--- config.mk ---
export PLATFORM = sky130hd
export DESIGN_NAME = pin_trigger_detect
export DESIGN_NICKNAME = d
export VERILOG_FILES = /design/src/rtl/pin_sense_pkg.sv /design/src/rtl/pin_sync_edge.sv /design/src/rtl/sense_cfg_reg.sv /design/src/rtl/trig_decode.sv /design/src/rtl/pin_trigger_detect.sv
export SDC_FILE = /design/constraint.sdc
export NUM_CORES = 1
export LEC_CHECK = 0
export BUFFER_PORTS_ARGS = -buffer_cell sky130_fd_sc_hd__clkbuf_2
export CAP_MARGIN = 20
export CORE_UTILIZATION = 55
export DETAILED_ROUTE_END_ITERATION = 10
export HOLD_SLACK_MARGIN = 0.1
export PLACE_DENSITY_LB_ADDON = 0.15
export SETUP_SLACK_MARGIN = 0.2
export SYNTH_ARGS = -nofsm -noshare
export SYNTH_HDL_FRONTEND = slang
export SYNTH_SLANG_ARGS = --single-unit
export TNS_END_PERCENT = 1
--- constraint.sdc ---
create_clock -name clk -period 1.67 [get_ports clk]
set_input_delay 0.167 -clock clk [delete_from_list [all_inputs] [get_ports clk]]
set_output_delay 0.167 -clock clk [all_outputs]
set_load 0.005 [all_outputs]
--- src/rtl/pin_sense_pkg.sv ---
package pin_sense_pkg;
  localparam int SENSE_W = 32;
  localparam int MODE_W  = 4;
  localparam int PIN_W   = 3;

  typedef enum logic [MODE_W-1:0] {
    TRIG_FALL = 4'd0,
    TRIG_RISE = 4'd1,
    TRIG_LOW  = 4'd2,
    TRIG_HIGH = 4'd3,
    TRIG_BOTH = 4'd4
  } trig_mode_e;
endpackage

--- src/rtl/pin_sync_edge.sv ---
module pin_sync_edge #(
  parameter int STAGES = 2
) (
  input  logic clk,
  input  logic rst_n,
  input  logic d_i,
  output logic cur_o,
  output logic prev_o
);
  logic [STAGES-1:0] chain_q;
  logic              prev_q;

  always_ff @(posedge clk or negedge rst_n) begin
    if (!rst_n) begin
      chain_q <= '0;
      prev_q  <= 1'b0;
    end else begin
      chain_q <= {chain_q[STAGES-2:0], d_i};
      prev_q  <= chain_q[STAGES-1];
    end
  end

  assign cur_o  = chain_q[STAGES-1];
  assign prev_o = prev_q;
endmodule

--- src/rtl/sense_cfg_reg.sv ---
module sense_cfg_reg
  import pin_sense_pkg::*;
#(
  parameter int NUM_PINS = 8,
  parameter int FIELD_W  = 4
) (
  input  logic               clk,
  input  logic               rst_n,
  input  logic               word_we_i,
  input  logic [SENSE_W-1:0] word_wdata_i,
  input  logic               fld_we_i,
  input  logic [PIN_W-1:0]   fld_pin_i,
  input  logic [MODE_W-1:0]  fld_mode_i,
  output logic [SENSE_W-1:0] sense_o
);
  logic [SENSE_W-1:0] sense_q;
  logic [SENSE_W-1:0] sense_d;
  logic               mode_fits;
  logic               pin_ok;

  // A mode that needs bits above the field width has no encoding.
  assign mode_fits = (fld_mode_i >> FIELD_W) == '0;
  assign pin_ok    = int'(fld_pin_i) < NUM_PINS;

  always_comb begin
    sense_d = word_we_i ? word_wdata_i : sense_q;
    if (fld_we_i && mode_fits && pin_ok) begin
      for (int n = 0; n < NUM_PINS; n++) begin
        if (int'(fld_pin_i) == n)
          sense_d[SENSE_W-(n+1)*FIELD_W +: FIELD_W] = fld_mode_i[FIELD_W-1:0];
      end
    end
  end

  always_ff @(posedge clk or negedge rst_n) begin
    if (!rst_n) sense_q <= '0;
    else        sense_q <= sense_d;
  end

  assign sense_o = sense_q;
endmodule

--- src/rtl/trig_decode.sv ---
module trig_decode
  import pin_sense_pkg::*;
#(
  parameter int FIELD_W = 4
) (
  input  logic [FIELD_W-1:0] mode_i,
  input  logic               cur_i,
  input  logic               prev_i,
  output logic               det_o
);
  logic [MODE_W-1:0] code;
  assign code = MODE_W'(mode_i);

  always_comb begin
    case (code)
      TRIG_FALL: det_o = !cur_i && prev_i;
      TRIG_RISE: det_o = cur_i && !prev_i;
      TRIG_LOW:  det_o = !cur_i;
      TRIG_HIGH: det_o = cur_i;
      TRIG_BOTH: det_o = cur_i ^ prev_i;
      default:   det_o = 1'b0;
    endcase
  end
endmodule

--- src/rtl/pin_trigger_detect.sv ---
module pin_trigger_detect
  import pin_sense_pkg::*;
#(
  parameter int NUM_PINS    = 8,
  parameter int FIELD_W     = 4,
  parameter int SYNC_STAGES = 2
) (
  input  logic                clk,
  input  logic                rst_n,
  input  logic [NUM_PINS-1:0] pins_i,
  input  logic                word_we_i,
  input  logic [31:0]         word_wdata_i,
  input  logic                fld_we_i,
  input  logic [2:0]          fld_pin_i,
  input  logic [3:0]          fld_mode_i,
  output logic [NUM_PINS-1:0] detect_o
);
  logic [SENSE_W-1:0]  sense_q;
  logic [NUM_PINS-1:0] sync_cur;
  logic [NUM_PINS-1:0] sync_prev;

  sense_cfg_reg #(
    .NUM_PINS(NUM_PINS),
    .FIELD_W (FIELD_W)
  ) u_cfg (
    .clk         (clk),
    .rst_n       (rst_n),
    .word_we_i   (word_we_i),
    .word_wdata_i(word_wdata_i),
    .fld_we_i    (fld_we_i),
    .fld_pin_i   (fld_pin_i),
    .fld_mode_i  (fld_mode_i),
    .sense_o     (sense_q)
  );

  for (genvar n = 0; n < NUM_PINS; n++) begin : g_pin
    localparam int LSB = SENSE_W - (n + 1) * FIELD_W;

    pin_sync_edge #(.STAGES(SYNC_STAGES)) u_sync (
      .clk   (clk),
      .rst_n (rst_n),
      .d_i   (pins_i[n]),
      .cur_o (sync_cur[n]),
      .prev_o(sync_prev[n])
    );

    trig_decode #(.FIELD_W(FIELD_W)) u_dec (
      .mode_i(sense_q[LSB +: FIELD_W]),
      .cur_i (sync_cur[n]),
      .prev_i(sync_prev[n]),
      .det_o (detect_o[n])
    );
  end
endmodule

==> results of run 1 <==
==> repair_timing <==
| action | in CTS | in global routing |
|---|---|---|
| resized for setup | 0 | 7 |
| endpoints found under the hold margin | 64 | 0 |
| setup buffers | 2 | 0 |
| setup endpoints to repair | 8 | 8 |
| hold buffers | 9 | 0 |
==> flip-flops by register name, summed over array words and instances, names as in the netlist <==
| signal | count |
|---|---|
| g_pin.u_sync.chain_q | 16 |
| g_pin.u_sync.prev_o | 8 |
| u_cfg.sense_o | 32 |
==> cell usage in the layout, fill, tap and decap left out, types with 3 or more instances in the layout <==
cell           instances
inv_1                 16
a21oi_1               20
nor3_1                 4
o31ai_1                4
nand4b_2               3
xnor2_1                8
nand2_1               16
clkbuf_8               6
mux2i_1               34
ha_1                  16
o21ai_0               12
clkbuf_2              53
dlygate4sd3_1          9
dfrtp_1               56
nor2_1                22
and3b_1                4
nor2b_1               12
buf_2                  5
o21ai_1               10
==> where the power goes <==
group	leakage, nW	switching (mW)	internal, mW
Clock	0.0455	0.390	0.339
Combinational	0.988	0.215	0.257
Sequential	0.653	0.114	1.48
Total	1.69	0.719	2.08
==> final timing paths <==
kind                                            start                          to  slack, ns
max                        g_pin[4].u_sync.chain_q[1]                 detect_o[4]       0.03
min                                  word_wdata_i[14]           u_cfg.sense_o[14]       0.15
max reg2reg                         u_cfg.sense_o[18]           u_cfg.sense_o[18]       0.88
min reg2reg                g_pin[3].u_sync.chain_q[0]  g_pin[3].u_sync.chain_q[1]       0.35
max in group asynchronous                       rst_n           u_cfg.sense_o[15]       1.02
min in group asynchronous                       rst_n      g_pin[3].u_sync.prev_o       0.39
==> metrics by stage <==
step	setup WS, ns	utilization	instances
2_1_floorplan	0.405	-	277
3_3_place_gp	0.383	0.625	384
3_5_place_dp	0.337	0.625	384
4_1_cts	0.0109	0.663	403
5_1_grt	-0.0582	0.663	403
6_report	0.0306	0.663	403
==> metal layers <==
metal / vias to the layer above / global-route usage / routed length [um]
met1: 987 / 0.256 / 2410
met2: 36 / 0.345 / 2680
li1: 1049 / - / -
met5: - / 0 / 0
met3: 6 / 0.0410 / 129
met4: 0 / 0.0617 / 56
==> cells by family after synthesis <==
kind of cell,share of synthesized area
multiplexers,0.115
AO/OA/AOI/OAI,0.0962
adder cells (fa/ha/maj),0.0675
XOR/XNOR,0.0236
buffers and inverters,0.0781
flip-flops,0.473
AND/OR/NAND/NOR,0.147
==> worst max-delay path, stage by stage (launching register included) <==
cell,delay (ns)
dfrtp_1,0.40
inv_1,0.06
ha_1,0.17
mux2i_1,0.13
o22ai_1,0.09
a32o_1,0.22
clkbuf_2,0.11
==> layout make-up <==
cell class / count / area (um2)
sequential: 56 / 1400
timing repair buffer: 71 / 435
fill: 442 / 1730
multi-input combinational: 182 / 1330
tap: 70 / 87.6
clock buffer: 8 / 90.1
inverter: 16 / 60.1
==> results by group, run 1 <==
Global route
  – Largest net degree at the start of global routing: 57
  – All-Layer GR Usage: 0.201
  – Grt ovf: 0
  – Initial antenna violation count: 0
  – Global-route wire length before repair: approximately 8.6 mm
  – Vias in the first global route: between 1.5k and 2k

Floorplan
  – Core area: 5140 um2
  – Die W: 75.4 um
  – Die Y: 75.4 um
  – Die area: approximately 5700 um2
  – Initial Utilization: 0.577
  – Site Rows: 26
  – I/O Pins: 59

Detailed routing
  – Residual DRC: 0
  – Post-DRT Antenna Nets: 0
  – DR vias/cell: 5.16
  – Via count: 2078
  – Final wirelength: 5.28 mm
  – First-pass DRT Iterations: 4
  – Initial DRC count: 80
  – Drt wl/cell: 13.1 um

Worst hold path
  – Hold Path Class: in2reg
  – Hold path depth: 3

Status
  – Status: finished clean

Synthesis
  – Syn_area_per_cell: 10.7 um2
  – Top FF cell, synth: dfrtp_1
  – Synth area leader: dfrtp_1
  – Post-Syn Area: 2960 um2
  – Fraction of registers with async set/reset: 1.00
  – Cell count after synthesis: roughly 280
  – Synth warn: 0
  – Top-area cell type share of the netlist area: 0.473
  – FF+latch count, synth: 56
  – Count leader, synth: dfrtp_1
  – Distinct cell type count after synthesis: 28
  – Synth top cells by count: 56 x dfrtp_1, 34 x mux2i_1, 22 x nor2_1
  – EDFF count, synth: 0
  – Mapped Nets: approximately 340
  – Post-synthesis sequential area ratio: 0.473
  – Synth area leaders: dfrtp_1 47%, mux2i_1 11%, ha_1 6.8%

Timing
  – Max Freq: 610 MHz
  – Final worst-path cycle share: 0.982
  – Fin Clk Skew: around 0.0014 ns
  – Slew of the pin with the lowest slew margin: 0.416 ns
  – Final setup violation count: 0
  – Setup_tns: 0 ns
  – Hold Fails Final Rpt: 0
  – RSZ-0062 raised after global routing: true
  – Relative slew slack: 0.721
  – Fin. max-slew vios: 0
  – Period minus WS final: approximately 1.6 ns
  – Hold WS: approximately 0.15 ns

Clocking
  – Skew-Pair Late Insertion Delay: 0.29 ns
  – TritonCTS Buffers: 5
  – Clock sink count: 56
  – Root Driver: clkbuf_8
  – Bufs on Longest Clock Path: 2
  – CTS tree: built
  – Clock transition at the registers of the reported paths: 0.09 ns
  – H-tree depth: 2

Setup path
  – Crit path max fanout: 4
  – CP startpoint kind: flip-flop
  – R2R depth: 2
  – Crit Path Class: reg2out
  – Crit path capture type: primary output
  – Arr. time, crit path: 1.47 ns
  – WP data required: 1.50 ns

Power and ir drop
  – Pleak: 1.69 nW
  – Worst IR Drop VDD: 0.540 mV
  – PwrDens: 821 nW/um2
  – PnR Total Power: 2.79 mW

Cells and area
  – P&R area growth vs syn: 14.9%
  – Share of post-route cells with drive strength above 1: 0.219
  – Nets@finish: ~400
  – Final Cell Area: 3410 um2
  – Ant. Diodes: 0

Placement
  – HPWL after DPL: ~3.8 mm
  – Final Wtd Congestion: about 0.74
  – Port Buffers: 58
  – Placed cell area: 3210 um2

Flow run
  – Max Cap Viol: 0
Power figures use the tool's default switching activity.
==> inputs of run 2 (changes only) <==
- REMOVE_ABC_BUFFERS: default -> 1
- SLEW_MARGIN: default -> 40
==> run 2 against run 1 <==
  * Final cell count is 0.25% higher
  * Combinational power is 1% higher
  * Via count is 0.19% lower
==> results by group, run 2 (same netlist as run 1, synthesis figures left out) <==
Status
  – Status: finished clean (unchanged)

Placement
  – Placed cell area: 3210 um2 (unchanged)
  – Placed Cells incl. Taps: 384 (unchanged)
  – Final Wtd Congestion: 0.749 (was 0.738)
  – HPWL after DPL: 3.71 mm (was 3.83 mm)
  – Port Buffers: 58 (unchanged)

Cells and area
  – Post-Layout Cell Count: 404 (was 403)
  – Highest-count cells in the layout ignoring fill and taps: 56 x dfrtp_1, 55 x clkbuf_2, 34 x mux2i_1, 22 x nor2_1, 20 x a21oi_1 (was 56 x dfrtp_1, 53 x clkbuf_2, 34 x mux2i_1, 22 x nor2_1, 20 x a21oi_1)
  – Share of post-route cells with drive strength above 1: 0.231 (was 0.219)
  – P&R area growth vs syn: 16.0% (was 14.9%)
  – Nets@finish: 400 (was 399)
  – Fill count: 422 (was 442)
  – Final Cell Area: 3440 um2 (was 3410 um2)
  – Max reg flops: 32 (unchanged)
  – Ant. Diodes: 0 (unchanged)
  – Commonest non-fill, non-tap cell in the layout: dfrtp_1 (unchanged)
  – Layout Utilization: 0.669 (was 0.663)

Global route
  – Vias in the first global route: 1944 (was 1942)
  – All-Layer GR Usage: 0.205 (was 0.201)
  – Initial antenna violation count: 0 (unchanged)
  – Global-route wire length before repair: 8.54 mm (was 8.58 mm)
  – Grt ovf: 0 (unchanged)
  – Largest net degree at the start of global routing: 57 (unchanged)

Setup path
  – CP startpoint kind: flip-flop (unchanged)
  – CP Capture Point: detect_o[0] (was detect_o[4])
  – Crit. Startpoint: g_pin[0].u_sync.chain_q[1] (was g_pin[4].u_sync.chain_q[1])
  – Crit Path Class: reg2out (unchanged)
  – Reg-to-reg setup timing slack: 0.87 ns (was 0.88 ns)
  – Arr. time, crit path: 1.50 ns (was 1.47 ns)
  – WP data required: 1.50 ns (about the same)
  – Crit path capture type: primary output (unchanged)
  – RR Startpoint: u_cfg.sense_o[12] (was u_cfg.sense_o[18])
  – RR Endpoint: u_cfg.sense_o[12] (was u_cfg.sense_o[18])
  – Crit path max fanout: 4 (unchanged)
  – R2R depth: 2 (unchanged)

Timing
  – Fin. max-slew vios: 0 (unchanged)
  – Max Freq: 601 MHz (was 610 MHz)
  – Period minus WS final: 1.66 ns (was 1.64 ns)
  – Hold Fails Final Rpt: 0 (unchanged)
  – Relative slew slack: 0.725 (was 0.721)
  – Fin Clk Skew: 0.000870 ns (was 0.00135 ns)
  – RSZ-0062 raised after global routing: true (unchanged)
  – Final setup violation count: 0 (unchanged)
  – Final worst-path cycle share: 0.997 (was 0.982)
  – Setup_tns: 0 ns (unchanged)
  – Slew of the pin with the lowest slew margin: 0.411 ns (was 0.416 ns)

Detailed routing
  – Final wirelength: 5.29 mm (was 5.28 mm)
  – Drt wl/cell: 13.1 um (about the same)
  – First-pass DRT Iterations: 4 (unchanged)
  – Residual DRC: 0 (unchanged)
  – Post-DRT Antenna Nets: 0 (unchanged)
  – Via count: 2074 (was 2078)
  – DR vias/cell: 5.13 (was 5.16)
  – Initial DRC count: 71 (was 80)

Floorplan
  – I/O Pins: 59 (unchanged)
  – Site Rows: 26 (unchanged)
  – Core area: 5140 um2 (unchanged)
  – Die W: 75.4 um (unchanged)
  – Initial Utilization: 0.577 (unchanged)
  – Die area: 5690 um2 (unchanged)
  – Die Y: 75.4 um (unchanged)

Clocking
  – Clock transition at the registers of the reported paths: 0.09 ns (about the same)
  – H-tree depth: 2 (unchanged)
  – Root Driver: clkbuf_8 (unchanged)
  – Bufs on Longest Clock Path: 2 (unchanged)
  – Clock sink count: 56 (unchanged)
  – Skew-Pair Late Insertion Delay: 0.30 ns (was 0.29 ns)
  – TritonCTS Buffers: 5 (unchanged)
  – CTS tree: built (unchanged)

Flow run
  – Max Cap Viol: 0 (unchanged)

Power and ir drop
  – Pleak: 1.70 nW (was 1.69 nW)
  – PwrDens: 856 nW/um2 (was 821 nW/um2)
  – Worst IR Drop VDD: 0.715 mV (was 0.540 mV)

Worst hold path
  – Hold Path Class: in2reg (unchanged)
## run 2: changes by cell type in the layout (fill, tap and decap cells not counted), sizes merged
cell      previous run  this run
buf                  9         8
bufinv               0         1
clkbuf              61        60
clkinv               0         1
clkinvlp             0         1
## run 2: metrics by stage
step,hold WS (ns),power (mW),setup WS [ns]
final,0.140,2.94,0.00530
after global routing,0.141,3.09,-0.0718
after CTS,0.129,2.96,0.000201
after detailed placement,0.192,2.08,0.339
after global placement,0.191,2.06,0.358
after floorplan,-0.129,1.85,0.516
## run 2: routing by layer
layer / part of all wire / GRT usage / vias to the layer above
met3: 0.044 / 0.0397 / 5
met5: 0 / 0 / -
met4: 0.012 / 0.0679 / 0
met1: 0.46 / 0.260 / 976
li1: - / - / 1049
met2: 0.49 / 0.354 / 44
## run 2: critical path, stage by stage, from the launching register on
cell and delay [ns]:
dfrtp_1 0.43, ha_1 0.16, and3b_1 0.15, a21oi_1 0.04, o31ai_1 0.25, clkbuf_2 0.16
## run 2: what timing repair did
item | 4_1_cts | 5_1_grt
hold buffers | 9 | 0
hold endpoints to repair | 64 | 0
resized for setup | 0 | 6
pin swaps | 1 | 2
setup buffers | 0 | 3
endpoints found under the setup margin | 8 | 8
## run 2: worst min path at each step
| stage | from | end | slack (ns) | cells after the start |
|---|---|---|---|---|
| finish | word_wdata_i[22] | u_cfg.sense_o[22] | 0.14 | 3 |
| global route | word_wdata_i[23] | u_cfg.sense_o[23] | 0.14 | 3 |
| global placement | rst_n | g_pin[2].u_sync.chain_q[1] | 0.19 | 2 |
| CTS | word_wdata_i[23] | u_cfg.sense_o[23] | 0.13 | 3 |
| floorplan | rst_n | g_pin[0].u_sync.chain_q[0] | -0.13 | 0 |
| detailed placement | rst_n | g_pin[0].u_sync.prev_o | 0.19 | 2 |
## run 2: cell type report
| cell class | instances | area [um2] | share of cell area |
|---|---|---|---|
| clock buffers | 5 | 68.8 | 0.0200 |
| flip-flops and latches | 56 | 1400 | 0.408 |
| multi-input cells | 182 | 1330 | 0.388 |
| well taps | 70 | 87.6 | 0.0255 |
| repair buffers | 72 | 443 | 0.129 |
| inverters | 16 | 60.1 | 0.0175 |
| clock inverters | 3 | 42.5 | 0.0124 |
## run 2: where the power goes
part | switching, mW | internal, mW | leakage [nW]
Clock | 0.429 | 0.444 | 0.0541
Sequential | 0.112 | 1.48 | 0.653
Combinational | 0.219 | 0.259 | 0.990
==> inputs of run 3 (changes only) <==
- BUFFER_PORTS_ARGS: -buffer_cell sky130_fd_sc_hd__clkbuf_2 -> default
- CORE_UTILIZATION: 55 -> 60
- DONT_BUFFER_PORTS: default -> 1
==> run 3 against run 2 <==
  * The run now ends with hold timing left
  * Die area down 8.1%
  * Power down 2.8%
  * Clock skew up 0.0032 ns
==> results by group, run 3 (same netlist as run 1, synthesis figures left out) <==
Detailed routing
  – First-pass DRT Iterations: 4 (unchanged)
  – Initial DRC count: 126 (was 71)
  – Residual DRC: 0 (unchanged)
  – Post-DRT Antenna Nets: 0 (unchanged)
  – Drt wl/cell: 15.3 um (was 13.1 um)
  – DR vias/cell: 5.39 (was 5.13)
  – Via count: 2163 (was 2074)
  – Final wirelength: 6.13 mm (was 5.29 mm)

Cells and area
  – P&R area growth vs syn: 24.5% (was 16.0%)
  – Nets@finish: 400 (unchanged)
  – Share of post-route cells with drive strength above 1: 0.0389 (was 0.231)
  – Highest-count cells in the layout ignoring fill and taps: 71 x dlygate4sd3_1, 56 x dfrtp_1, 34 x mux2i_1, 22 x nor2_1, 20 x a21oi_1 (was 56 x dfrtp_1, 55 x clkbuf_2, 34 x mux2i_1, 22 x nor2_1, 20 x a21oi_1)
  – Commonest non-fill, non-tap cell in the layout: dlygate4sd3_1 (was dfrtp_1)
  – Post-Layout Cell Count: 401 (was 404)
  – Max reg flops: 32 (unchanged)
  – Ant. Diodes: 0 (unchanged)
  – Final Cell Area: 3690 um2 (was 3440 um2)

Floorplan
  – Die area: 5230 um2 (was 5690 um2)
  – Core area: 4720 um2 (was 5140 um2)
  – Site Rows: 25 (was 26)
  – Die W: 72.3 um (was 75.4 um)
  – Die Y: 72.3 um (was 75.4 um)
  – Initial Utilization: 0.628 (was 0.577)
  – I/O Pins: 59 (unchanged)

Placement
  – Placed Cells incl. Taps: 321 (was 384)
  – Port Buffers: 0 (was 58)
  – HPWL after DPL: 3.74 mm (was 3.71 mm)
  – Final Wtd Congestion: 0.781 (was 0.749)
  – Placed cell area: 2880 um2 (was 3210 um2)

Timing
  – Fin Clk Skew: 0.00405 ns (was 0.000870 ns)
  – Hold Fails Final Rpt: 56 (was 0)
  – Relative slew slack: 0.695 (was 0.725)
  – Fin. max-slew vios: 0 (unchanged)
  – Final setup violation count: 0 (unchanged)
  – Max Freq: 637 MHz (was 601 MHz)
  – Hold WS: -0.452 ns (was 0.140 ns)
  – Setup_tns: 0 ns (unchanged)
  – Period minus WS final: 1.57 ns (was 1.66 ns)
  – Final worst-path cycle share: 0.940 (was 0.997)
  – RSZ-0062 raised after global routing: true (unchanged)
  – Slew of the pin with the lowest slew margin: 0.456 ns (was 0.411 ns)

Clocking
  – Skew-Pair Late Insertion Delay: 0.30 ns (about the same)
  – Root Driver: clkbuf_8 (unchanged)
  – CTS tree: built (unchanged)
  – Clock transition at the registers of the reported paths: 0.09 ns (about the same)
  – TritonCTS Buffers: 5 (unchanged)
  – H-tree depth: 2 (unchanged)
  – Bufs on Longest Clock Path: 2 (unchanged)
  – # hold bufs at CTS: 71 (was 9)
  – Clock sink count: 56 (unchanged)

Power and ir drop
  – Pleak: 1.68 nW (was 1.70 nW)
  – PwrDens: 775 nW/um2 (was 856 nW/um2)
  – Worst IR Drop VDD: 0.578 mV (was 0.715 mV)

Status
  – Failing checks: hold timing
  – Status: complete, but fails checks (was finished clean)

Setup path
  – Arr. time, crit path: 1.40 ns (was 1.50 ns)
  – Crit path capture type: primary output (unchanged)
  – CP startpoint kind: flip-flop (unchanged)
  – Crit Path Class: reg2out (unchanged)
  – WP data required: 1.50 ns (about the same)
  – Reg-to-reg setup timing slack: 0.32 ns (was 0.87 ns)
  – Crit path max fanout: 3 (was 4)

Global route
  – Largest net degree at the start of global routing: 57 (unchanged)
  – Vias in the first global route: 2238 (was 1944)
  – All-Layer GR Usage: 0.255 (was 0.205)
  – Grt ovf: 0 (unchanged)
  – Global-route wire length before repair: 10.1 mm (was 8.54 mm)
  – Initial antenna violation count: 0 (unchanged)

Worst hold path
  – Hold Path Class: in2async (was in2reg)

Flow run
  – Max Cap Viol: 0 (unchanged)
run 3: where the power goes:
| part | total [mW] | internal, mW | switching (mW) |
|---|---|---|---|
| sequential | 1.60 | 1.48 | 0.120 |
| clock | 0.748 | 0.339 | 0.409 |
| combinational | 0.512 | 0.335 | 0.177 |
run 3: through the flow:
stage,hold WS (ns),util,power [mW],setup WS (ns)
finish,-0.452,0.781,2.86,0.0997
global route,-0.468,0.781,2.98,0.0284
CTS,-0.465,0.781,2.87,0.103
detailed placement,-0.128,0.609,1.92,0.444
global placement,-0.128,0.609,1.90,0.471
floorplan,-0.129,-,1.85,0.516
run 3: per-layer routing:
layer  part of all wire  track usage  routed length, um  vias up
li1                   -            -                  -     1053
met1               0.44        0.318               2680     1046
met2               0.50        0.437               3050       55
met3              0.049       0.0597                299        9
met4              0.016       0.0828                 97        0
met5                  0            0                  0        -
run 3: worst paths after layout:
kind,start,to,cells past startpoint
worst max register to register,u_cfg.sense_o[25],u_cfg.sense_o[25],3
worst min register to register,g_pin[5].u_sync.chain_q[0],g_pin[5].u_sync.chain_q[1],0
max in group asynchronous,rst_n,u_cfg.sense_o[13],0
worst min-delay path,rst_n,g_pin[6].u_sync.chain_q[1],0
worst max-delay path,g_pin[4].u_sync.chain_q[1],detect_o[4],5
min in group clk,fld_we_i,u_cfg.sense_o[7],2
run 3: layout make-up:
| cell class | instances | area (um2) |
|---|---|---|
| Inverter | 16 | 60.1 |
| Timing Repair Buffer | 72 | 718 |
| Sequential cell | 56 | 1400 |
| Fill cell | 332 | 1030 |
| Multi-Input combinational cell | 182 | 1340 |
| Tap cell | 67 | 83.8 |
| Clock buffer | 8 | 90.1 |
run 3: repair_timing:
item                                   CTS  global route
setup buffers                            1             0
gates resized for setup                  2             0
gates cloned                             0             0
endpoints found under the hold margin   96            56
setup endpoints to repair                8            12
run 3: worst max-delay path: stages (launching register included):
cell	delay [ns]
dfrtp_1	0.39
inv_1	0.07
ha_1	0.19
mux2i_1	0.13
o22ai_1	0.09
a32o_1	0.23
